**config.mk**
```make
export PLATFORM = sky130hd
export DESIGN_NAME = link_hs_port
export DESIGN_NICKNAME = d
export VERILOG_FILES = /design/src/rtl/link_hs_port.sv
export SDC_FILE = /design/constraint.sdc
export NUM_CORES = 1
export LEC_CHECK = 0
export BUFFER_PORTS_ARGS = -buffer_cell sky130_fd_sc_hd__buf_2
export CORE_AREA = 2 2 39 41
export DETAILED_ROUTE_END_ITERATION = 7
export DIE_AREA = 0 0 41 43
export PLACE_DENSITY = 0.72
export SLEW_MARGIN = 20
export SYNTH_ARGS = -nofsm -noshare
export SYNTH_HDL_FRONTEND = slang
export SYNTH_SLANG_ARGS = --single-unit
```
**constraint.sdc**
```tcl
create_clock -name clk -period 1.15 [get_ports clk]
set_input_delay 0.1725 -clock clk [delete_from_list [all_inputs] [get_ports clk]]
set_output_delay 0.1725 -clock clk [all_outputs]
set_load 0.005 [all_outputs]
```
**src/rtl/link_hs_port.sv**
```systemverilog
module link_hs_port #(
  parameter int DW = 8
) (
  input  logic          clk,
  input  logic          rst_n,
  input  logic          reg_we,
  input  logic [DW-1:0] reg_wdata,
  output logic [DW-1:0] reg_rdata,
  output logic          rdy_pull_low,
  output logic          flg_pull_low,
  input  logic          rdy_line,
  input  logic          flg_line,
  input  logic          peer_present,
  input  logic          xfer_done,
  output logic          irq
);

  logic       rdy_bit, flg_bit, inh, pend, smp, rdy_q;
  logic [1:0] rdy_s, flg_s;
  logic       rdy_eff, flg_eff, fall, ack;
  logic [1:0] age;

  assign rdy_eff = peer_present ? rdy_s[1] : rdy_bit;
  assign flg_eff = peer_present ? flg_s[1] : flg_bit;
  assign fall    = rdy_q & ~rdy_eff;
  assign ack     = reg_we & reg_wdata[2];

  assign rdy_pull_low = ~rdy_bit;
  assign flg_pull_low = ~flg_bit;
  assign irq          = pend;
  assign reg_rdata    = {{(DW-6){1'b0}}, pend, smp, rdy_eff, inh, flg_bit, rdy_bit};

  always_ff @(posedge clk or negedge rst_n) begin
    if (!rst_n) begin
      rdy_s <= 2'b11;
      flg_s <= 2'b11;
    end else begin
      rdy_s <= {rdy_s[0], rdy_line};
      flg_s <= {flg_s[0], flg_line};
    end
  end

  always_ff @(posedge clk or negedge rst_n) begin
    if (!rst_n) begin
      rdy_bit <= 1'b1;
      flg_bit <= 1'b1;
      inh     <= 1'b0;
    end else if (reg_we) begin
      rdy_bit <= reg_wdata[0];
      flg_bit <= reg_wdata[1];
      inh     <= reg_wdata[2];
    end
  end

  always_ff @(posedge clk or negedge rst_n) begin
    if (!rst_n) begin
      rdy_q <= 1'b1;
      pend  <= 1'b0;
      smp   <= 1'b0;
      age   <= '0;
    end else begin
      rdy_q <= rdy_eff;
      if (ack)              pend <= 1'b0;
      else if (fall && !inh) pend <= 1'b1;
      if (xfer_done) smp <= flg_eff & rdy_eff;
      if (age != 2'd3) age <= age + 2'd1;
    end
  end


  pull_follow_chk: assert property (@(posedge clk) disable iff (!rst_n)
    reg_we |=> (rdy_pull_low == !$past(reg_wdata[0])) && (flg_pull_low == !$past(reg_wdata[1])));


  smp_hold_chk: assert property (@(posedge clk) disable iff (!rst_n)
    !xfer_done |=> $stable(reg_rdata[4]));


  fall_raise_chk: assert property (@(posedge clk) disable iff (!rst_n)
    ($fell(reg_rdata[3]) && !reg_rdata[2] && !(reg_we && reg_wdata[2])) |=> irq);


  pend_hold_chk: assert property (@(posedge clk) disable iff (!rst_n)
    (irq && !(reg_we && reg_wdata[2])) |=> irq);


  inh_block_chk: assert property (@(posedge clk) disable iff (!rst_n)
    (!irq && reg_rdata[2]) |=> !irq);


  sync_depth_chk: assert property (@(posedge clk) disable iff (!rst_n)
    (peer_present && age >= 2'd2) |-> (reg_rdata[3] == $past(rdy_line, 2)));

endmodule

```
# Word-level counts from Yosys, hierarchy flattened

Cells that the tools add are included.

Bitwise logic cells: 6
Multiplexer cells: 4
Shifts and indexed selects: 0
$lt $le $gt $ge: 0
Equal/unequal tests: 0
Add/sub/neg operators: 0
Multipliers: 0
Reductions and logical operators: 3
Divide/modulo/power cells: 0

Operators with widths:

| operator           | count |
|---|---|
| 1-bit 2-to-1 mux   | 4 |
| 1-bit AND          | 3 |
| 1-bit inverter     | 3 |
| 2-bit nonzero test | 1 |
| 1-bit logical AND  | 1 |
| 1-bit logical NOT  | 1 |

Output and inout port bits: 11
Input port bits: 15
Bits in latches: 0
Bits in writable memories: 0
Memories kept: 0
Memory bits (read-only): 0
Bits in registers: 10

# Logic depth before layout (Yosys ltp)

Gate-level depths: netlist of run 1.

Word-level depth: 6
Gate-level depth with buffers: 2

# Least setup slack after synthesis of run 1

Ideal clock, no wire load.

Path type: reg2reg
Start point: register rdy_bit
End point: register pend, in the netlist irq
Path slack: 0.169 ns
Stages on the path, launching flop included: 3
Data arrival time: 0.877 ns
Buffers on the path: 0
Clock period less this slack: 0.981 ns
Required time: 1.046 ns
Cell sequence: dfstp_2 -> mux2_4 -> o41ai_2

Longest elaborated chain between the ends: 5

Ends and longest elaborated chain:

| item                         | RTL line | source |
|---|---|---|
| from (decl)                  | 18       | `logic rdy_bit, flg_bit, inh, pend, smp, rdy_q;` |
| from (signal assigned)       | 49       | `rdy_bit <= reg_wdata[0];` |
| 1-bit 2-to-1 mux             | 23       | `assign rdy_eff = peer_present ? rdy_s[1] : rdy_bit;` |
| via rdy_eff                  | 20       | `logic rdy_eff, flg_eff, fall, ack;` |
| 1-bit inverter               | 25       | `assign fall = rdy_q & ~rdy_eff;` |
| 1-bit AND                    | 25       |  |
| 1-bit logical AND            | 64       | `else if (fall && !inh) pend <= 1'b1;` |
| 2-bit nonzero test (no line) | --       |  |
| to (signal assigned)         | 58       | `pend <= 1'b0;` |
| to (signal assigned)         | 63       | `if (ack) pend <= 1'b0;` |
| to (signal assigned)         | 64       |  |
| to (decl)                    | 18       |  |

The timed path passes the listed nets, and every way through them passes these cells.
A chain may end at the register's enable or synchronous reset.

# Worst setup path in the final report of run 1

Start point: register rdy_bit
End point: output reg_rdata[3]

Longest elaborated chain between the ends: 1

Ends and longest elaborated chain:

| item             | RTL line | source |
|---|---|---|
| 1-bit 2-to-1 mux | 23       |  |
| to (decl)        | 8        | `output logic [DW-1:0] reg_rdata,` |

Every way passes these cells.

==> run summary, run 1 <==
Main synth FF type = dfstp_2
hold path cells = 3
via count of the first global-routing pass = 247
Crit. End Element = output port
pin count of the biggest net entering global routing = 11
# setup viols final = 2
Post-synth top cells = buf_4, dfstp_2, dfrtp_1, inv_1
first-pass GRT wire length = 938 um
Syn-to-layout area delta = 35.5%
Inserted Clock Buffers = 3
period utilisation layout = 1.06
CTS Buffer Depth = 2
Pleak = 0.298 nW
I/O Buffers = 18
area leader, netlist = dfstp_2
top-count cell post-synth = buf_4
Post-synth EDFFs = 0
clk_lat worst skew = 260 ps
fillers = 141
critical path type = reg2out
max-cap viol count = 0
Hold Path End = flg_bit$_DFFE_PN1P_
Slew Limit Fails = 0
1st-iter DRT viols = 3
Vias/cell = 4.29
clk sinks = 10
Max VDD drop = 0.000479 V
dpl cell area = 490 um^2
die height = 43 um
layout cell share with drive strength beyond 1 = 0.661
initial antenna violation count = 0
core area = 1380 um^2
Worst Path Arrival = 1050 ps
Seq/Total Area, Yosys = 0.593
pwr dens = 1460 nW/um^2
Placer Congestion = 0.638
Initial DRT Pass Iterations = 4
post-synthesis cell count = 35
H-tree depth = 1
Die W = 41 um
minimum clock period = 1220 ps
syn_area_per_cell = 12.5 um^2
clock root cell = clkbuf_4
Finished Core Util = 0.428
#FFs+latches synth = 10
FF-to-FF End = irq$_DFFE_PN0P_
ANT cells = 0
Place WS = 134 ps
Async S/R FF share, synth = 1.00
vias post-DR = 309
WL/cell = 9.58 um
Worst R2R Path Depth = 3
post-route design area = 592 um^2
DRT Wirelength = 690 um
status = finished, violations left
failing checks = negative setup slack
setup tns final = -101 ps
I/O pins = 26
crit path launch type = register
Tot GR Track Use = 0.0866
nets@finish = 72
crit path setup slack, layout = -68.0 ps
critical path fanouts, max = 3
area of the mapped netlist = 437 um^2
Fmax = 821 MHz
RSZ-0062 raised after global routing = yes
# rows = 14
Final Skew = 4.23 ps
final antenna-violating net count = 0
CTS tree = yes
required time of the critical path = 980 ps
Worst-path clk slew = 70 ps
Reg-to-Reg Start = rdy_bit$_DFFE_PN1P_
Fin. Hold Viols = 0
post-route non-filler standard cell count = 72
min-delay worst type = in2reg
Hold Startpoint = reg_wdata[1]
top cells by area, synth = dfstp_2, dfrtp_1, buf_4, o41ai_2, mux2_4
total global routing overflow = 0
flop-to-flop setup slack = 90 ps
warnings from Yosys = 0
DIE AREA = 1760 um^2
Initial Util = 0.316
count of cell types in the netlist = 16
placed instance count = 62
share of the synthesized area in the top cell type = 0.421
Post-route DRC = 0
## state kept, by name (all words and copies together), names as in the netlist
| signal | cells |
|---|---|
| flg_s | 2 |
| rdy_s | 2 |
| flg_bit | 1 |
| inh | 1 |
| irq | 1 |
| rdy_bit | 1 |
| rdy_q | 1 |
| smp | 1 |
## logic make-up (layout without fill, tap and decap cells)
kind of cell	Yosys count	count (layout)	synth area share
mux	2	2	0.0602
compound gates	4	4	0.0831
flops	10	10	0.593
buf+inv	11	31	0.163
other cells	1	2	0.00859
simple gates	7	7	0.0917
## metal layers
layer	routed length, um	up-vias	track usage
met4	14	0	0.100
met2	300	16	0.109
met3	52	2	0.0314
li1	-	151	-
met5	0	-	0
met1	323	140	0.0976
## report_power, final
part / internal [mW] / switching, mW
registers: 0.395 / 0.0180
clock network: 0.192 / 0.118
logic: 0.0870 / 0.0545
total: 0.674 / 0.190
## placed cells by master (no fill, tap or decap), drive strengths merged
master / synthesis / layout
nand4: 1 / 1
mux2: 2 / 2
nand3: 1 / 1
nand2: 2 / 2
dfstp: 7 / 7
dlygate4sd3: 0 / 3
a21bo: 1 / 1
o41ai: 1 / 1
buf: 8 / 21
nand2b: 1 / 1
conb: 1 / 2
o21ai: 2 / 2
inv: 3 / 3
and2: 1 / 1
nand4b: 1 / 1
clkbuf: 0 / 4
dfrtp: 3 / 3
## what timing repair did
| action | in CTS | in global routing |
|---|---|---|
| buffers inserted | 2 | 1 |
| setup endpoints to repair | 3 | 5 |
| hold endpoints to repair | 12 | 0 |
| hold buffers | 3 | 0 |
| resized for setup | 3 | 0 |
| pin swaps | 0 | 1 |
## worst max-delay path, stage by stage (launching register included)
cell and delay (ps):
dfstp_2 550, mux2_4 150, buf_6 80
## worst max-delay path by stage
stage	endpoint	depth (start not counted)	slack [ps]	start
6_report	reg_rdata[3]	2	-70	rdy_bit$_DFFE_PN1P_
3_3_place_gp	irq$_DFFE_PN0P_	2	140	rdy_bit$_DFFE_PN1P_
2_1_floorplan	irq$_DFFE_PN0P_	2	170	rdy_bit$_DFFE_PN1P_
3_5_place_dp	irq$_DFFE_PN0P_	2	130	rdy_bit$_DFFE_PN1P_
5_1_grt	reg_rdata[3]	2	-130	rdy_bit$_DFFE_PN1P_
4_1_cts	reg_rdata[3]	2	-90	rdy_bit$_DFFE_PN1P_
## final cells by class
type | instances | area (um^2) | area share
Inverter | 3 | 11.3 | 0.0190
Clock buffer | 4 | 36.3 | 0.0613
Sequential cell | 10 | 259 | 0.438
Timing Repair Buffer | 24 | 155 | 0.262
Tap cell | 16 | 20.0 | 0.0338
Multi-Input combinational cell | 15 | 110 | 0.186
## stage by stage
stage / total power, mW / hold slack, ps
3_3_place_gp: 0.529 / 34.5
4_1_cts: 0.875 / 117
5_1_grt: 0.913 / 144
3_5_place_dp: 0.531 / 35.6
6_report: 0.865 / 120
2_1_floorplan: 0.500 / -123
Power figures use the tool's default switching activity.
==> run 2: changes to the inputs <==
--- a/config.mk
+++ b/config.mk
@@ -9,7 +9,7 @@
 export CORE_AREA = 2 2 39 41
 export DETAILED_ROUTE_END_ITERATION = 7
 export DIE_AREA = 0 0 41 43
-export PLACE_DENSITY = 0.72
+export PLACE_DENSITY = 0.75
 export SLEW_MARGIN = 20
 export SYNTH_ARGS = -nofsm -noshare
 export SYNTH_HDL_FRONTEND = slang
==> constraint.sdc (replaced) <==
create_clock -name clk -period 1 [get_ports clk]
set_input_delay 0.15 -clock clk [delete_from_list [all_inputs] [get_ports clk]]
set_output_delay 0.15 -clock clk [all_outputs]
set_load 0.005 [all_outputs]
==> run 2 against run 1 <==
The run still ends with negative setup slack left. Sequential share of layout area down 2.3 points. Worst setup slack worse by 130 ps. Final cell count up 1.4%. Combinational power up 41%. Largest power group unchanged. Global-route usage up 2.3 points. Clock-buffer cell count unchanged. Via count down 0.32%.
==> run summary, run 2 (same netlist as run 1, synthesis figures left out) <==
required time of the critical path = 850 ps (-130 ps)
Clk pwr share = 0.354 (-0.004)
Comb pwr share = 0.191 (+0.027)
Pleak = 0.312 nW (+4.8%)
DRT Wirelength = 779 um (+13%)
initial antenna violation count = 0 (unchanged)
Placer Congestion = 0.710 (+11%)
Worst-path clk slew = 70 ps (about the same)
I/O Buffers = 18 (unchanged)
vias post-DR = 308 (-0.32%)
pwr dens = 1670 nW/um^2 (+14%)
Place WS = 0.192 ps (-134 ps)
CTS Buffer Depth = 2 (unchanged)
Crit. End Element = output port
FF-to-FF End = irq$_DFFE_PN0P_
fillers = 128 (-9.2%)
Syn-to-layout area delta = 43.0%
detailed placement HPWL = 504 um
status = finished, violations left
Post-route DRC = 0 (unchanged)
Vias/cell = 4.22 (-1.7%)
first-pass GRT wire length = 1250 um (+33%)
Register Area = 259 um^2 (unchanged)
Inserted Clock Buffers = 3 (unchanged)
failing checks = negative setup slack
worst setup path start = rdy_bit$_DFFE_PN1P_
pin count of the biggest net entering global routing = 11 (unchanged)
nets@finish = 73 (+1.4%)
dpl cell area = 498 um^2 (+1.5%)
via count of the first global-routing pass = 290 (+17%)
period utilisation layout = 1.19
Max VDD drop = 0.000871 V (+82%)
clock root cell = clkbuf_4
clk sinks = 10 (unchanged)
min-delay worst type = in2reg
crit path launch type = register
CTS tree = yes
critical path fanouts, max = 2 (-1)
Final Skew = 3.18 ps (-1.05 ps)
ANT cells = 0 (unchanged)
DIE AREA = 1760 um^2 (unchanged)
I/O pins = 26 (unchanged)
Initial Util = 0.316 (unchanged)
Worst R2R Path Depth = 3 (unchanged)
layout cell share with drive strength beyond 1 = 0.702 (+0.0410)
Reg-to-Reg Start = rdy_bit$_DFFE_PN1P_
P_int = 0.796 mW (+18%)
flop-to-flop setup slack = -90 ps (-180 ps)
# rows = 14 (unchanged)
Fin. Hold Viols = 0 (unchanged)
total global routing overflow = 0 (unchanged)
core area = 1380 um^2 (unchanged)
Tot GR Track Use = 0.110 (+0.0234)
# setup viols final = 6 (+4)
post-route design area = 624 um^2 (+5.5%)
multi-input logic area = 125 um^2 (+14%)
minimum hold slack = 88.6 ps (-31.9 ps)
Sequential Power Share = 0.454 (-0.024)
most frequent cells in the layout = buf_2, dfstp_2, buf_6
Die W = 41 um (unchanged)
RSZ-0062 raised after global routing = yes
CP endpoint = reg_rdata[3]
crit path setup slack, layout = -193 ps (-125 ps)
die height = 43 um (unchanged)
Fmax = 838 MHz
clk_lat worst skew = 270 ps (about the same)
final antenna-violating net count = 0 (unchanged)
Initial DRT Pass Iterations = 2 (-2)
Largest regs = flg_s: 2 flops, rdy_s: 2 flops
Slew Limit Fails = 0 (unchanged)
Psw = 0.248 mW (+31%)
sw frac = 0.238 (+0.0180)
H-tree depth = 1 (unchanged)
max-cap viol count = 0 (unchanged)
Worst Path Arrival = 1040 ps (about the same)
critical path type = reg2out
minimum clock period = 1190 ps
WL/cell = 10.7 um (+11%)
commonest non-fill, non-tap cell in the layout = buf_2
1st-iter DRT viols = 1 (-2)
==> run 2: cell type report <==
class,instances,area share
repair buffers,25,0.277
multi-input cells,15,0.200
clock buffers,4,0.0581
flip-flops and latches,10,0.415
inverters,3,0.0180
well taps,16,0.0321
==> run 2: power by group through the flow <==
stage	clock [mW]	sequential [mW]	combinational, mW
floorplan	0	0.478	0.0971
global placement	0	0.478	0.135
detailed placement	0	0.479	0.137
CTS	0.378	0.473	0.171
global route	0.407	0.480	0.221
finish	0.370	0.474	0.200
==> run 2: metal layers <==
metal	part of all wire	routed length, um	track usage
met1	0.38	297	0.141
met2	0.52	406	0.150
met3	0.073	57	0.0471
met4	0.023	18	0.0600
met5	0	0	0
==> run 2: worst max-delay path, stage by stage (launching register included) <==
cell and delay [ps]:
dfstp_2 540, mux2_4 150, buf_6 90
==> run 2: worst min-delay path by stage <==
stage | cells past startpoint | slack [ps] | endpoint | from
4_1_cts | 3 | 90 | rdy_bit$_DFFE_PN1P_ | reg_wdata[0]
2_1_floorplan | 0 | -150 | inh$_DFFE_PN0P_ | rst_n
3_3_place_gp | 1 | 10 | irq$_DFFE_PN0P_ | rst_n
6_report | 3 | 90 | flg_bit$_DFFE_PN1P_ | reg_wdata[1]
5_1_grt | 3 | 90 | flg_bit$_DFFE_PN1P_ | reg_wdata[1]
3_5_place_dp | 1 | 20 | irq$_DFFE_PN0P_ | rst_n
==> run 2: what timing repair did <==
action,4_1_cts,5_1_grt
gates resized for setup,5,4
endpoints found under the hold margin,12,0
pin swaps,1,1
hold buffers,3,0
gates cloned,0,0
setup buffers,2,2
endpoints found under the setup margin,6,8
==> run 2: per-stage QoR <==
step	instances	power [mW]	util	setup TNS, ps
floorplan	36	0.575	-	0
global placement	63	0.614	0.360	0
detailed placement	63	0.616	0.360	0
CTS	72	1.02	0.430	-845
global route	73	1.11	0.451	-1100
finish	73	1.04	0.451	-848
==> run 3: changes to the inputs <==
--- a/config.mk
+++ b/config.mk
@@ -9,7 +9,9 @@
 export CORE_AREA = 2 2 39 41
 export DETAILED_ROUTE_END_ITERATION = 7
 export DIE_AREA = 0 0 41 43
+export GPL_TIMING_DRIVEN = 0
 export PLACE_DENSITY = 0.75
+export SKIP_CTS_REPAIR_TIMING = 1
 export SLEW_MARGIN = 20
 export SYNTH_ARGS = -nofsm -noshare
 export SYNTH_HDL_FRONTEND = slang
==> run 3 against run 2 <==
The flow still finishes with violations (negative setup slack). Largest cell class unchanged. Power barely moved. Combinational power rose by 8%. Highest routed layer is now met3. Die area did not move.
==> run summary, run 3 (same netlist as run 1, synthesis figures left out) <==
crit path launch type = register
crit path cell chain = mux2_4 > buf_6 > buf_6
Placer Congestion = 0.709 (about the same)
pin count of the biggest net entering global routing = 11 (unchanged)
die height = 43 um (unchanged)
fillers = 120 (-6.3%)
crit path setup slack, layout = -298 ps (-105 ps)
min-delay worst type = in2reg
placed instance count = 70 (+11%)
first-pass GRT wire length = 1160 um (-7.1%)
Die W = 41 um (unchanged)
crit-path most repeated cell = buf_6
clock root cell = clkbuf_4
max-cap viol count = 0 (unchanged)
WL/cell = 10.9 um (+2.6%)
layout cell share with drive strength beyond 1 = 0.710 (+0.00792)
CTS tree = yes
Pleak = 0.335 nW (+7.4%)
1st-iter DRT viols = 8 (+7)
period utilisation layout = 1.30 (+0.105)
most frequent cells in the layout = buf_2, buf_6, dfstp_2, buf_4
critical path fanouts, max = 3 (+1)
Max VDD drop = 0.000757 V (-13%)
required time of the critical path = 850 ps (about the same)
Fin. Hold Viols = 0 (unchanged)
Sequential Power Share = 0.458 (+0.004)
# rows = 14 (unchanged)
Fmax = 770 MHz (-8.1%)
Slew Limit Fails = 0 (unchanged)
sw frac = 0.220 (-0.0179)
P_int = 0.815 mW (+2.4%)
Finished Core Util = 0.477 (+0.0262)
vias post-DR = 315 (+2.3%)
# setup viols final = 7 (+1)
clk_lat worst skew = 260 ps (about the same)
CP max stage cell = dfstp_2
Overall Power = 1.04 mW (about the same)
minimum clock period = 1300 ps (+105 ps)
RSZ-0062 raised after global routing = yes
Tot GR Track Use = 0.0998 (-0.0102)
DRT Wirelength = 854 um (+9.6%)
commonest non-fill, non-tap cell in the layout = buf_2
total global routing overflow = 0 (unchanged)
Crit. End Element = output port
Comb pwr share = 0.208 (+0.017)
core area = 1380 um^2 (unchanged)
CTS Buffer Depth = 2 (unchanged)
setup tns final = -1080 ps (-234 ps)
DIE AREA = 1760 um^2 (unchanged)
post-route non-filler standard cell count = 78 (+6.8%)
Worst-path clk slew = 60 ps (about the same)
pwr dens = 1580 nW/um^2 (-5.5%)
initial antenna violation count = 0 (unchanged)
critical path type = reg2out
H-tree depth = 1 (unchanged)
status = finished, violations left
ANT cells = 0 (unchanged)
Initial Util = 0.316 (unchanged)
Psw = 0.230 mW (-7.5%)
failing checks = negative setup slack
via count of the first global-routing pass = 276 (-4.8%)
Vias/cell = 4.04 (-4.3%)
Worst Path Arrival = 1150 ps (+110 ps)
max incr delay on CP = 550 ps (about the same)
Final Skew = 0.525 ps (-2.66 ps)
Inserted Clock Buffers = 3 (unchanged)
I/O Buffers = 18 (unchanged)
clk sinks = 10 (unchanged)
Post-route DRC = 0 (unchanged)
minimum hold slack = 98.5 ps (+9.87 ps)
Clk pwr share = 0.334 (-0.020)
Largest regs = flg_s: 2 flops, rdy_s: 2 flops
Initial DRT Pass Iterations = 3 (+1)
final antenna-violating net count = 0 (unchanged)
Syn-to-layout area delta = 51.3%
I/O pins = 26 (unchanged)
nets@finish = 78 (+6.8%)
-- run 3: worst paths after layout --
| check | cells past startpoint | startpoint | slack (ps) | to |
|---|---|---|---|---|
| min | 3 | reg_wdata[0] | 100 | rdy_bit$_DFFE_PN1P_ |
| max | 3 | rdy_bit$_DFFE_PN1P_ | -300 | reg_rdata[3] |
| min reg2reg | 0 | rdy_s[0]$_DFF_PN1_ | 360 | rdy_s[1]$_DFF_PN1_ |
| max reg2reg | 2 | rdy_bit$_DFFE_PN1P_ | -30 | irq$_DFFE_PN0P_ |
| max in group asynchronous | 2 | rst_n | 450 | flg_bit$_DFFE_PN1P_ |
| min in group asynchronous | 2 | rst_n | 300 | inh$_DFFE_PN0P_ |
-- run 3: power groups by stage --
stage / clock network (mW) / registers (mW) / logic, mW
after floorplan: 0 / 0.478 / 0.0971
after global placement: 0 / 0.482 / 0.169
after detailed placement: 0 / 0.484 / 0.172
after CTS: 0.363 / 0.479 / 0.174
after global routing: 0.384 / 0.482 / 0.242
final: 0.349 / 0.478 / 0.217
-- run 3: cell type report --
cell class,count,area [um^2],share of cell area
Timing Repair Buffer,24,168,0.254
Tap cell,16,20.0,0.0303
Buffer,6,56.3,0.0852
Multi-Input combinational cell,15,110,0.167
Inverter,3,11.3,0.0170
Sequential cell,10,259,0.392
Clock buffer,4,36.3,0.0549
-- run 3: through the flow --
stage | setup WS, ps | area [um^2]
after floorplan | 19.1 | 440
final | -298 | 661
after global routing | -343 | 661
after CTS | -346 | 587
after detailed placement | -53.0 | 551
after global placement | -48.1 | 551
-- run 3: worst max-delay path: cells and delay by family (launching register included) --
family / cells / cell delay [ps]
DFF: 1 / 550
muxes: 1 / 170
buffers and inverters: 2 / 170
-- run 3: routing by layer --
layer | global-route usage | up-vias | share of wire
met4 | 0.0600 | 0 | 0
met2 | 0.138 | 12 | 0.52
met3 | 0.0314 | 0 | 0.050
met1 | 0.131 | 144 | 0.43
met5 | 0 | - | 0
li1 | - | 159 | -
